===== src/rtl/ecc1_pkg.sv =====
package ecc1_pkg;
    localparam int HALF_W  = 12;
    localparam int CODE_W  = 2 * HALF_W;
    localparam int NBYTES  = CODE_W / 8;
    localparam int BIT_W   = 3;
    localparam int BYTE_W  = HALF_W - BIT_W;

    typedef enum logic [1:0] {
        ST_CLEAN = 2'd0,
        ST_FIXED = 2'd1,
        ST_CODE  = 2'd2,
        ST_FATAL = 2'd3
    } ecc_status_e;

    typedef enum logic [1:0] {
        RMW_IDLE  = 2'd0,
        RMW_READ  = 2'd1,
        RMW_WRITE = 2'd2
    } rmw_phase_e;
endpackage


===== src/rtl/ecc1_code_pack.sv =====
module ecc1_code_pack
    import ecc1_pkg::*;
#(
    parameter int RAW_W  = 32,
    parameter int HI_LSB = 16
) (
    input  logic [RAW_W-1:0]  raw_i,
    output logic [CODE_W-1:0] code_o
);
    localparam int LO_GAP = HI_LSB - HALF_W;
    localparam int HI_GAP = RAW_W - HI_LSB - HALF_W;

    logic [HALF_W-1:0] lo_field;
    logic [HALF_W-1:0] hi_field;
    logic              unused_spare;

    assign lo_field = raw_i[0 +: HALF_W];
    assign hi_field = raw_i[HI_LSB +: HALF_W];

    // Spare nibbles do not take part in the code.
    assign unused_spare = ^{raw_i[HALF_W +: LO_GAP], raw_i[RAW_W-1 -: HI_GAP]};

    // Inversion makes an erased sector match an erased stored code.
    assign code_o = ~{hi_field, lo_field};
endmodule


===== src/rtl/ecc1_classify.sv =====
module ecc1_classify
    import ecc1_pkg::*;
#(
    parameter int SECTOR_BYTES = 512
) (
    input  logic [CODE_W-1:0] syn_i,
    output ecc_status_e       status_o,
    output logic [BYTE_W-1:0] byte_o,
    output logic [BIT_W-1:0]  bit_o
);
    localparam logic [BYTE_W:0] LIMIT = (BYTE_W+1)'(SECTOR_BYTES);

    logic [HALF_W-1:0] upper;
    logic [HALF_W-1:0] lower;
    logic              is_zero;
    logic              is_complement;
    logic              is_single;
    logic              in_range;
    logic [BYTE_W-1:0] byte_idx;
    logic [BIT_W-1:0]  bit_idx;

    assign upper     = syn_i[CODE_W-1 -: HALF_W];
    assign lower     = syn_i[HALF_W-1:0];
    assign byte_idx  = upper[HALF_W-1 -: BYTE_W];
    assign bit_idx   = upper[BIT_W-1:0];

    assign is_zero       = (syn_i == '0);
    assign is_complement = ((upper ^ lower) == {HALF_W{1'b1}});
    assign is_single     = !is_zero && ((syn_i & (syn_i - 1'b1)) == '0);
    assign in_range      = ({1'b0, byte_idx} < LIMIT);

    always_comb begin
        status_o = ST_FATAL;
        byte_o   = '0;
        bit_o    = '0;
        if (is_zero) begin
            status_o = ST_CLEAN;
        end else if (is_complement) begin
            if (in_range) begin
                status_o = ST_FIXED;
                byte_o   = byte_idx;
                bit_o    = bit_idx;
            end
        end else if (is_single) begin
            status_o = ST_CODE;
        end
    end
endmodule


===== src/rtl/ecc1_rmw.sv =====
module ecc1_rmw
    import ecc1_pkg::*;
(
    input  logic              clk,
    input  logic              rst_n,
    input  logic              go_i,
    input  logic [BYTE_W-1:0] byte_i,
    input  logic [BIT_W-1:0]  bit_i,
    input  logic [7:0]        rdata_i,
    output logic              rd_en_o,
    output logic              wr_en_o,
    output logic [BYTE_W-1:0] addr_o,
    output logic [7:0]        wdata_o,
    output logic              busy_o
);
    typedef struct packed {
        rmw_phase_e        phase;
        logic [BYTE_W-1:0] addr;
        logic [7:0]        mask;
    } rmw_state_t;

    rmw_state_t st_d, st_q;

    always_comb begin
        st_d = st_q;
        case (st_q.phase)
            RMW_IDLE: begin
                if (go_i) begin
                    st_d.phase = RMW_READ;
                    st_d.addr  = byte_i;
                    st_d.mask  = 8'b1 << bit_i;
                end
            end
            RMW_READ:  st_d.phase = RMW_WRITE;
            RMW_WRITE: st_d.phase = RMW_IDLE;
            default:   st_d.phase = RMW_IDLE;
        endcase
    end

    always_ff @(posedge clk or negedge rst_n) begin
        if (!rst_n) begin
            st_q <= '{phase: RMW_IDLE, addr: '0, mask: '0};
        end else begin
            st_q <= st_d;
        end
    end

    assign rd_en_o = (st_q.phase == RMW_READ);
    assign wr_en_o = (st_q.phase == RMW_WRITE);
    assign addr_o  = st_q.addr;
    assign wdata_o = rdata_i ^ st_q.mask;
    assign busy_o  = (st_q.phase != RMW_IDLE);
endmodule


===== src/rtl/ecc1_corrector.sv =====
module ecc1_corrector
    import ecc1_pkg::*;
#(
    parameter int SECTOR_BYTES = 512
) (
    input  logic              clk,
    input  logic              rst_n,
    input  logic              start_i,
    input  logic [31:0]       raw_ecc_i,
    input  logic [7:0]        stored_b0_i,
    input  logic [7:0]        stored_b1_i,
    input  logic [7:0]        stored_b2_i,
    output logic              res_valid_o,
    output logic [1:0]        res_status_o,
    output logic [BYTE_W-1:0] err_byte_o,
    output logic [BIT_W-1:0]  err_bit_o,
    output logic [7:0]        calc_b0_o,
    output logic [7:0]        calc_b1_o,
    output logic [7:0]        calc_b2_o,
    output logic              buf_rd_en_o,
    output logic              buf_wr_en_o,
    output logic [BYTE_W-1:0] buf_addr_o,
    output logic [7:0]        buf_wdata_o,
    input  logic [7:0]        buf_rdata_i
);
    typedef struct packed {
        logic              valid;
        ecc_status_e       status;
        logic [BYTE_W-1:0] byte_idx;
        logic [BIT_W-1:0]  bit_idx;
        logic [CODE_W-1:0] code;
    } res_t;

    logic [CODE_W-1:0]  calc_code;
    logic [CODE_W-1:0]  stored_code;
    logic [CODE_W-1:0]  syndrome;
    ecc_status_e        cls_status;
    logic [BYTE_W-1:0]  cls_byte;
    logic [BIT_W-1:0]   cls_bit;
    logic               rmw_busy;
    logic               accept;
    logic [NBYTES-1:0][7:0] stored_bytes;
    logic [NBYTES-1:0][7:0] calc_bytes;
    res_t res_d, res_q;

    ecc1_code_pack #(.RAW_W(32), .HI_LSB(16)) u_pack (
        .raw_i  (raw_ecc_i),
        .code_o (calc_code)
    );

    assign stored_bytes = {stored_b2_i, stored_b1_i, stored_b0_i};

    genvar gi;
    generate
        for (gi = 0; gi < NBYTES; gi++) begin : g_bytes
            assign stored_code[gi*8 +: 8] = stored_bytes[gi];
            assign calc_bytes[gi]         = res_q.code[gi*8 +: 8];
        end
    endgenerate

    assign syndrome = calc_code ^ stored_code;

    ecc1_classify #(.SECTOR_BYTES(SECTOR_BYTES)) u_cls (
        .syn_i    (syndrome),
        .status_o (cls_status),
        .byte_o   (cls_byte),
        .bit_o    (cls_bit)
    );

    assign accept = start_i && !res_q.valid && !rmw_busy;

    always_comb begin
        res_d       = res_q;
        res_d.valid = 1'b0;
        if (accept) begin
            res_d.valid    = 1'b1;
            res_d.status   = cls_status;
            res_d.byte_idx = cls_byte;
            res_d.bit_idx  = cls_bit;
            res_d.code     = calc_code;
        end
    end

    always_ff @(posedge clk or negedge rst_n) begin
        if (!rst_n) begin
            res_q <= '{valid: 1'b0, status: ST_CLEAN, byte_idx: '0,
                       bit_idx: '0, code: '0};
        end else begin
            res_q <= res_d;
        end
    end

    ecc1_rmw u_rmw (
        .clk     (clk),
        .rst_n   (rst_n),
        .go_i    (res_q.valid && (res_q.status == ST_FIXED)),
        .byte_i  (res_q.byte_idx),
        .bit_i   (res_q.bit_idx),
        .rdata_i (buf_rdata_i),
        .rd_en_o (buf_rd_en_o),
        .wr_en_o (buf_wr_en_o),
        .addr_o  (buf_addr_o),
        .wdata_o (buf_wdata_o),
        .busy_o  (rmw_busy)
    );

    assign res_valid_o  = res_q.valid;
    assign res_status_o = res_q.status;
    assign err_byte_o   = res_q.byte_idx;
    assign err_bit_o    = res_q.bit_idx;
    assign calc_b0_o    = calc_bytes[0];
    assign calc_b1_o    = calc_bytes[1];
    assign calc_b2_o    = calc_bytes[2];
endmodule


===== config.mk =====
export PLATFORM = sky130hd
export DESIGN_NAME = ecc1_corrector
export DESIGN_NICKNAME = d
export VERILOG_FILES = /design/src/rtl/ecc1_pkg.sv /design/src/rtl/ecc1_code_pack.sv /design/src/rtl/ecc1_classify.sv /design/src/rtl/ecc1_rmw.sv /design/src/rtl/ecc1_corrector.sv
export SDC_FILE = /design/constraint.sdc
export NUM_CORES = 1
export LEC_CHECK = 0
export BUFFER_PORTS_ARGS = -buffer_cell sky130_fd_sc_hd__buf_2
export CAP_MARGIN = 20
export CELL_PAD_IN_SITES_DETAIL_PLACEMENT = 0
export CELL_PAD_IN_SITES_GLOBAL_PLACEMENT = 1
export CORE_MARGIN = 2
export CORE_UTILIZATION = 38
export CTS_BUF_LIST = sky130_fd_sc_hd__clkbuf_8 sky130_fd_sc_hd__clkbuf_16
export DETAILED_ROUTE_END_ITERATION = 12
export PLACE_DENSITY_LB_ADDON = 0.1
export SETUP_SLACK_MARGIN = 0.05
export SYNTH_ARGS = -nofsm -noshare
export SYNTH_HDL_FRONTEND = slang
export SYNTH_SLANG_ARGS = --single-unit

===== constraint.sdc =====
create_clock -name clk -period 2.67 [get_ports clk]
set_input_delay 0.4005 -clock clk [delete_from_list [all_inputs] [get_ports clk]]
set_output_delay 0.4005 -clock clk [all_outputs]
set_load 0.05 [all_outputs]

======== After elaboration in Yosys (flattened, before gate mapping) ========
Cells that the tools add are included.
word-level totals
  register bits after elaboration ......... 58
  logic and storage cells ................. 42
cells by class
  $add $sub $neg .......................... 1
  eq/ne operators ......................... 5
  shift operators ......................... 1
  muxes and demuxes ....................... 10
  bitwise gates (word level) .............. 5
  reduce and logical (&&, ||, !) cells .... 12
operator list
  operator               number
  $logic_not 24->1       2
  $mux 39                1
  $and 24x24->24         1
  $not 24->24            1
  $sub 24x1->24 const B  1
  $xor 24x24->24         1
  $mux 19                1
  $mux 9                 2
  $eq 12x12->1 const B   1
  $xor 12x12->12         1
  $shl 1x3->8 const A    1
  $xor 8x8->8            1
  $mux 3                 2
  $eq 2x1->1 const B     2
  $logic_and 1x1->1      4
  $mux 2                 2
  $pmux 2 s2             1
  $logic_not 1->1        3
  $eq 2x2->1 const B     1
  $logic_not 2->1        1
  $ne 2x1->1 const B     1
  $reduce_and 2->1       1
  $reduce_bool 2->1      1
  $mux 1                 1

======== Longest topological paths before layout ========
Gate-level depths: netlist (run 1).
  word-level depth ........................ 10
  gate-level depth with buffers ........... 8
  mapped depth without buffers ............ 8

======== Cells and area by module ========
From an unflattened synthesis (run 1), not the netlist that was laid out.
unflattened totals
  cells, all modules ...................... 273
  area total of the unflattened synthesis .. 3253.1 sq um
modules (own cells, without submodules)
  module          times used  cells each  area an instance (sq um)  sequential area each (sq um)
  ecc1_corrector  1           108         1662.8                    975.9
  ecc1_rmw        1           68          969.7                     475.5
  ecc1_classify   1           73          530.5                     0.0
  ecc1_code_pack  1           24          90.1                      0.0

======== Least setup slack after synthesis (run 1) ========
OpenSTA, ideal clock, no wires.
  kind .................................... in2reg
  from .................................... input raw_ecc_i[5]
  to ...................................... register res_q (netlist bit res_status_o[0])
  setup time .............................. 128 ps
  arrival ................................. 1776 ps
  data required time ...................... 2542 ps
  setup slack ............................. 766 ps
  cell stages on the path ................. 7
  path through ............................ xnor2_1 -> nor4_4 -> nand4_2 -> o31ai_2 -> a21oi_1 -> nor4_1 -> a21oi_1
between the ends
  word-level cells in the longest chain between the ends .. 9
  elaborated cells between the ends (all ways) .. 13
  those cells by class .................... add/sub (1); eq/ne (1); mux (3); bitwise (4); reduce/logical (4)
ends and longest elaborated chain
  item                  line                  text
  start, declared       ecc1_corrector.sv:9   input logic [31:0] raw_ecc_i,
  $not 24->24 (*)       ecc1_code_pack.sv:24  assign code_o = ~{hi_field, lo_field};
  $xor 24x24->24 (*)    ecc1_corrector.sv:61  assign syndrome = calc_code ^ stored_code;
  $sub 24x1->24         ecc1_classify.sv:29   assign is_single = !is_zero && ((syn_i & (syn_i - 1'b1)) == '0);
  $and 24x24->24        ecc1_classify.sv:29
  $logic_not 24->1      ecc1_classify.sv:29
  $logic_and 1x1->1     ecc1_classify.sv:29
  $mux 1                ecc1_classify.sv:44   end else if (is_single) begin
  $mux 2                ecc1_classify.sv:38   end else if (is_complement) begin
  $mux 2 (*)            ecc1_classify.sv:36   if (is_zero) begin
  end signal, assigned  ecc1_corrector.sv:86  res_q <= '{valid: 1'b0, status: ST_CLEAN, byte_idx: '0,
  end signal, assigned  ecc1_corrector.sv:89  res_q <= res_d;
  end, declared         ecc1_corrector.sv:44  res_t res_d, res_q;
Every way passes the cells marked *; elsewhere a longest branch is shown, timed or not.
A chain may end at the register's enable or synchronous reset.

======== Worst setup path in the final report (run 1) ========
Ends and elaborated chain as after synthesis.

==> results by group, run 1 <==
STA
  • Setup Viol. Count Final: 0
  • Final hold violation count: 0
  • RSZ-0062 raised after global routing: no
  • Slew @ Worst Pin: 609.9 ps
  • Setup WS post-layout: 687.5 ps
  • Skew final: 6.421 ps
  • Pins Over Slew Limit: 0
  • Final TNS setup: 0 ps
  • Fmax: 504.4 MHz
  • Max_slew headroom: 0.5934
  • Min Tclk post-route: 1983 ps
  • Tcrit/Tclk final: 0.7425

Logic synthesis
  • Synth Register Bits: 58
  • Post-synth top flop: dfrtp_1
  • Ys Warns: 0
  • Number of synthesized flops with an enable pin: 0
  • Yosys cell types: 38
  • Post-synthesis async set-or-reset flop share: 1.000
  • Post-synthesis adder-cell area fraction: 0.006433
  • Seq/Total Area, Yosys: 0.4664
  • Mapped Cells: 323
  • Syn Nets: 390
  • Synth Area in Compound Gates: 0.1178
  • Mux contribution to synthesized area: 0.003217
  • Cell Area, Synth: 3112 sq um
  • Synth Area in Simple Gates: 0.2079
  • Post-Synth XOR/XNOR Area: 0.1556
  • Avg Cell Area, Syn: 9.634 sq um
  • Main combinational cell family by area after synthesis: simple AND/OR/NAND/NOR gates

Floorplanning
  • I/O pin cnt: 125
  • Starting Density: 0.3845
  • Die Ht: 94.49 microns
  • Core area: 8093 sq um
  • Row cnt: 33
  • Die Wd: 94.49 microns
  • Full die area: 8928 sq um

Final layout
  • Layout cells sized above 1: 0.3455
  • Most common cell after layout, fill and taps aside: buf_2
  • Most frequent cells in the layout: buf_2 (116), nand2_1 (82), dfrtp_1 (58), o21ai_0 (34), xnor2_1 (29)
  • N_diodes: 0
  • Area delta synth->final: 27.58%
  • Final nets: 503

Detailed routing
  • Drt drc: 0
  • Routed WL per cell: 13.63 microns
  • DR pass1 iterations: 4
  • Initial DRC count: 80
  • Number of vias per cell: 4.721
  • Antenna-violating nets left: 0
  • Vias: 2573
  • Detailed Route WL: 7431 microns

Clock tree
  • Post CTS Setup Buffer Count: 0
  • CTS Buffer Depth: 2
  • Number of gates resized after cts: 0
  • CTS hold repair buffers: 0
  • Clk root buf: clkbuf_8
  • Worst-path clk slew: 60 ps
  • CTS tree: done
  • Sink Count: 58
  • Num CTS Buffers: 9
  • Clk Latency, worst-skew pair: 330 ps
  • H-Tree Depth: 3

Worst setup path
  • CP max FO: 5
  • Crit end category: flop
  • Arrival time worst endpoint: 2190 ps
  • CP Launch Type: input pin
  • Critical path class: input pin to flop
  • WP data required: 2880 ps

Placement
  • Port Buffer Count: 116
  • Pre-CTS setup slack: 392.6 ps
  • Placer Congestion: 0.9155
  • Post-detail-place hpwl: 5714 microns

Global route
  • Largest net degree at the start of global routing: 75
  • Grt total ovfl: 0
  • Vias in the first global route: 2434
  • Global-route wire length before repair: 12060 microns
  • Initial antenna violation count: 0
  • GRT Resource Usage Total: 0.1755

Status
  • Status: finished, final reports clean

Pwr
  • Power Internal: 1.964 mW
  • Leakage: 1.934 nW
  • Switching Share: 0.4686
  • Switching pwr: 1.732 mW
  • Clock share of power: 0.227
  • Gate power share: 0.449
  • Total power: 3.696 mW
  • Power share of the sequential group: 0.324
  • PwrDens: 930.9 nW/um^2
  • Max VDD drop: 534.6 uV

Run
  • Max Cap Viol: 0

Hold path
  • Worst hold path class: input pin to asynchronous set/reset pin
layer usage:
metal	part of all wire	vias to the layer above	global-route usage	routed length (microns)
met4	0.014	0	0.05797	106
met1	0.46	1168	0.2320	3387
met3	0.062	9	0.05267	459
li1	-	1318	-	-
met5	0	-	0	0
met2	0.47	78	0.2762	3478
cells by family after synthesis:
| family | after synthesis |
|---|---|
| fa+ha+maj | 2 |
| buf+inv | 26 |
| simple gates | 125 |
| compound gates | 60 |
| xor+xnor | 51 |
| mux | 1 |
| flops | 58 |
flip-flops by register name, summed over array words and instances (netlist names):
register and cells:
calc_bytes 24, u_rmw.st_q 10, u_rmw.addr_o 9, res_status_o 2, res_valid_o 1, err_byte_o 9
err_bit_o 3
final timing paths:
path,slack [ps],start,endpoint,cells past startpoint
worst max-delay path,690,raw_ecc_i[5],res_status_o[0],8
worst min-delay path,5,rst_n,u_rmw.st_q[6],1
worst max register to register,940,u_rmw.st_q[17],res_status_o[0],8
worst min register to register,470,u_rmw.addr_o[2],u_rmw.addr_o[2],2
max in group asynchronous,2020,rst_n,calc_bytes[18],2
min in group clk,280,raw_ecc_i[27],calc_bytes[23],2
per-stage QoR:
stage	hold WS, ps	util	std cells	area, sq um
global route	21.56	0.4906	545	3970
global placement	376.7	0.4654	530	3766
CTS	6.909	0.4906	545	3970
detailed placement	373.0	0.4654	530	3766
finish	5.169	0.4906	545	3970
floorplan	104.9	-	323	3112
power groups by stage:
stage / Sequential, mW / Clock [mW] / Combinational (mW)
after floorplan: 1.87 / 0 / 0.588
after global placement: 1.20 / 0 / 1.67
after detailed placement: 1.21 / 0 / 1.68
after CTS: 1.20 / 0.864 / 1.68
after global routing: 1.22 / 0.908 / 1.79
final: 1.20 / 0.841 / 1.66
cells in the mapped netlist (2+ instances only):
| library cell | count | area share |
|---|---|---|
| nor4_4 | 4 | 0.027 |
| nand4_1 | 7 | 0.014 |
| nor4_1 | 4 | 0.0080 |
| o41ai_1 | 4 | 0.011 |
| buf_4 | 9 | 0.022 |
| dfrtp_1 | 58 | 0.47 |
| inv_1 | 3 | 0.0036 |
| o31ai_1 | 11 | 0.027 |
| xnor2_1 | 29 | 0.082 |
| maj3_1 | 2 | 0.0064 |
| nor2_1 | 8 | 0.0097 |
| clkbuf_1 | 9 | 0.011 |
| xnor2_2 | 5 | 0.026 |
| o21ai_0 | 34 | 0.055 |
| nand3_1 | 3 | 0.0048 |
| xor2_1 | 17 | 0.048 |
| buf_1 | 3 | 0.0036 |
| nand2_1 | 82 | 0.099 |
| nor3_1 | 5 | 0.0080 |
| nand3b_1 | 2 | 0.0048 |
| a21oi_1 | 5 | 0.0080 |
| nor2b_1 | 3 | 0.0060 |
cell type report:
cell class | count | area (sq um)
Clock buffer | 12 | 165.2
Clock inverter | 3 | 38.79
Fill cell | 837 | 4123
Inverter | 4 | 15.01
Multi-Input combinational cell | 239 | 1528
Sequential cell | 58 | 1451
Tap cell | 105 | 131.4
Timing Repair Buffer | 124 | 640.6
worst max-delay path, cell delays in order:
cell	delay, ps
buf_2	110
xnor2_1	220
nor4_4	420
nand4_2	200
o31ai_2	250
a21oi_1	120
nor4_1	360
a21oi_1	110
Note: power is estimated with default switching activity, not from simulation.
==> run 2: changes to the inputs <==
--- a/config.mk
+++ b/config.mk
@@ -5,12 +5,13 @@
 export SDC_FILE = /design/constraint.sdc
 export NUM_CORES = 1
 export LEC_CHECK = 0
+export ABC_AREA = 1
 export BUFFER_PORTS_ARGS = -buffer_cell sky130_fd_sc_hd__buf_2
 export CAP_MARGIN = 20
 export CELL_PAD_IN_SITES_DETAIL_PLACEMENT = 0
 export CELL_PAD_IN_SITES_GLOBAL_PLACEMENT = 1
 export CORE_MARGIN = 2
-export CORE_UTILIZATION = 38
+export CORE_UTILIZATION = 36
 export CTS_BUF_LIST = sky130_fd_sc_hd__clkbuf_8 sky130_fd_sc_hd__clkbuf_16
 export DETAILED_ROUTE_END_ITERATION = 12
 export PLACE_DENSITY_LB_ADDON = 0.1
==> constraint.sdc (replaced) <==
create_clock -name clk -period 1.9 [get_ports clk]
set_input_delay 0.285 -clock clk [delete_from_list [all_inputs] [get_ports clk]]
set_output_delay 0.285 -clock clk [all_outputs]
set_load 0.05 [all_outputs]
==> run 2 against run 1 <==
Setup slack got worse by 280 ps. Sequential power rose by 45%. Highest routed layer unchanged. Clock skew rose by 12 ps. Register-to-register slack got worse by 530 ps. Total power rose by 58%. Cell area rose by 25%. Critical endpoint is now err_bit_o[2].
==> results by group, run 2 <==
Status
  • Status: finished, final reports clean

Logic synthesis
  • Syn Nets: 637
  • Seq/Total Area, Yosys: 0.3670
  • Area leader, netlist: dfrtp_1
  • Mapped Cells: 570
  • Post-synthesis async set-or-reset flop share: 1.000
  • Synth Register Bits: 58
  • Ys Warns: 0
  • Top area cells in the synthesized netlist: dfrtp_1 (37%), nand2_1 (23%), inv_1 (5.1%)
  • Post-synth top flop: dfrtp_1
  • Number of synthesized flops with an enable pin: 0
  • Avg Cell Area, Syn: 6.939 sq um
  • Share of the synthesized area in the top cell type: 0.3670
  • Yosys cell types: 28
  • Most numerous cell in the Yosys netlist: nand2_1
  • Most frequent cells after synthesis: nand2_1 (241), dfrtp_1 (58), inv_1 (54), o21ai_0 (36), nor2_1 (31)
  • Cell Area, Synth: 3955 sq um

Clock tree
  • Worst-path clk slew: 70 ps
  • Sink Count: 58
  • H-Tree Depth: 3
  • Clk root buf: clkbuf_8
  • CTS tree: done
  • Number of gates resized after cts: 0
  • CTS Buffer Depth: 2
  • Num CTS Buffers: 9
  • Clk Latency, worst-skew pair: 350 ps

Global route
  • Grt total ovfl: 0
  • Grt met3 use: 0.03706
  • Global-route wire length before repair: 17350 microns
  • Largest net degree at the start of global routing: 59
  • Routing usage on met2: 0.3125
  • GRT Resource Usage Total: 0.1905
  • Initial antenna violation count: 0
  • Met1 usage: 0.2574
  • Vias in the first global route: 3641
  • Most Crowded Layer GR: met2

Placement
  • Post-detail-place hpwl: 8598 microns
  • Placer Congestion: 0.7844
  • Port Buffer Count: 116
  • DP Area: 4710 sq um

STA
  • Final TNS setup: 0 ps
  • Fmax: 671.9 MHz
  • RSZ-0062 raised after global routing: no
  • Tcrit/Tclk final: 0.7833
  • Setup Viol. Count Final: 0
  • Max_slew headroom: 0.7626
  • Final hold violation count: 0
  • Pins Over Slew Limit: 0
  • Slew @ Worst Pin: 353.5 ps
  • Min Tclk post-route: 1488 ps
  • Skew final: 18.73 ps

Final layout
  • Final Instance Area: 4964 sq um
  • Area delta synth->final: 25.50%
  • Largest register FFs: 24
  • Most common cell after layout, fill and taps aside: nand2_1
  • Most frequent cells in the layout: nand2_1 (241), buf_2 (116), dfrtp_1 (58), inv_1 (56), o21ai_0 (36)
  • N_diodes: 0
  • Seq. cell area: 1451 sq um
  • Multi-input logic area: 2112 sq um
  • Final nets: 757
  • Core Util, Final: 0.4599
  • Layout cells sized above 1: 0.3309
  • FILL cells: 1189

Floorplanning
  • Core area: 10790 sq um
  • Die Ht: 108.8 microns
  • Row cnt: 38
  • Full die area: 11840 sq um
  • I/O pin cnt: 125
  • Die Wd: 108.8 microns
  • Starting Density: 0.3665

Detailed routing
  • DR pass1 iterations: 4
  • Detailed Route WL: 10740 microns
  • Number of vias per cell: 4.496
  • Vias: 3754
  • Initial DRC count: 167
  • Antenna-violating nets left: 0
  • Drt drc: 0
  • Routed WL per cell: 12.86 microns

Pwr
  • PwrDens: 1175 nW/um^2
  • Leakage: 2.766 nW
  • Max VDD drop: 559.6 uV
  • Total power: 5.831 mW

Run
  • Max Cap Viol: 0

Worst setup path
  • WP data required: 2120 ps
  • Arrival time worst endpoint: 1710 ps
  • Crit end category: flop
  • CP max FO: 22
  • CP Launch Type: flop
  • Critical path class: flop to flop

Hold path
  • Worst hold path class: input pin to flop
-- run 2: changes by cell type in the layout (fill, tap and decap cells not counted), moves of 10 or more --
cell / previous run / this run
nor2_1: 8 / 31
nand2_1: 82 / 241
nor2_4: 0 / 11
o31ai_1: 11 / 0
nand2_2: 0 / 26
xnor2_1: 29 / 1
nand3_1: 3 / 15
inv_2: 0 / 20
inv_1: 4 / 56
o22ai_2: 0 / 10
-- run 2: area by class of cell --
| type | instances | share of cell area |
|---|---|---|
| Timing Repair Buffer | 128 | 0.1407 |
| Clock buffer | 10 | 0.02773 |
| Multi-Input combinational cell | 418 | 0.4255 |
| Sequential cell | 58 | 0.2924 |
| Inverter | 75 | 0.05697 |
| Tap cell | 140 | 0.03529 |
| Clock inverter | 6 | 0.02143 |
-- run 2: stage by stage --
step                      worst slack, ps  instances  hold slack (ps)
final                               411.7        835            162.6
after floorplan                     367.8        570           -10.59
after detailed placement            37.58        818            317.7
after global placement              67.48        818            316.2
after CTS                           413.0        835            147.1
after global routing                190.6        835            163.8
-- run 2: kinds of logic (layout without fill, tap and decap cells) --
group                  after synthesis  after routing  synth area share
XOR/XNOR                            12             12           0.02847
AO/OA/AOI/OAI                       60             60            0.1050
flip-flops                          58             58            0.3670
AND/OR/NAND/NOR                    346            346            0.3992
buffers and inverters               94            219            0.1003
-- run 2: path summary, 6_finish.rpt --
path | slack [ps] | to | start | cells after the start
min reg2reg | 470 | u_rmw.st_q[18] | u_rmw.st_q[18] | 1
max in group asynchronous | 1150 | u_rmw.addr_o[2] | rst_n | 3
min | 160 | calc_bytes[21] | raw_ecc_i[25] | 2
max reg2reg | 410 | err_bit_o[2] | u_rmw.st_q[17] | 6
min in group asynchronous | 470 | calc_bytes[13] | rst_n | 3
max | 410 | err_bit_o[2] | u_rmw.st_q[17] | 6
-- run 2: where the power goes --
part	total, mW	internal, mW	switching, mW
Sequential	1.74	1.57	0.177
Clock	1.45	0.901	0.547
Combinational	2.64	0.606	2.03
Total	5.83	3.07	2.76
-- run 2: worst max-delay path, stage by stage, from the launching register on --
cell	delay [ps]
dfrtp_1	400
nor2_1	190
nand3_2	140
buf_4	240
inv_1	70
buf_4	220
o22ai_1	100
-- run 2: routing by layer --
metal | vias to the layer above | part of all wire
met4 | 0 | 0.0084
li1 | 1986 | -
met5 | - | 0
met2 | 85 | 0.47
met3 | 6 | 0.043
met1 | 1677 | 0.48
-- run 2: timing repair --
action,4_1_cts,5_1_grt
setup endpoints to repair,0,0
endpoints found under the hold margin,58,0
setup buffers,0,0
hold buffers,1,0
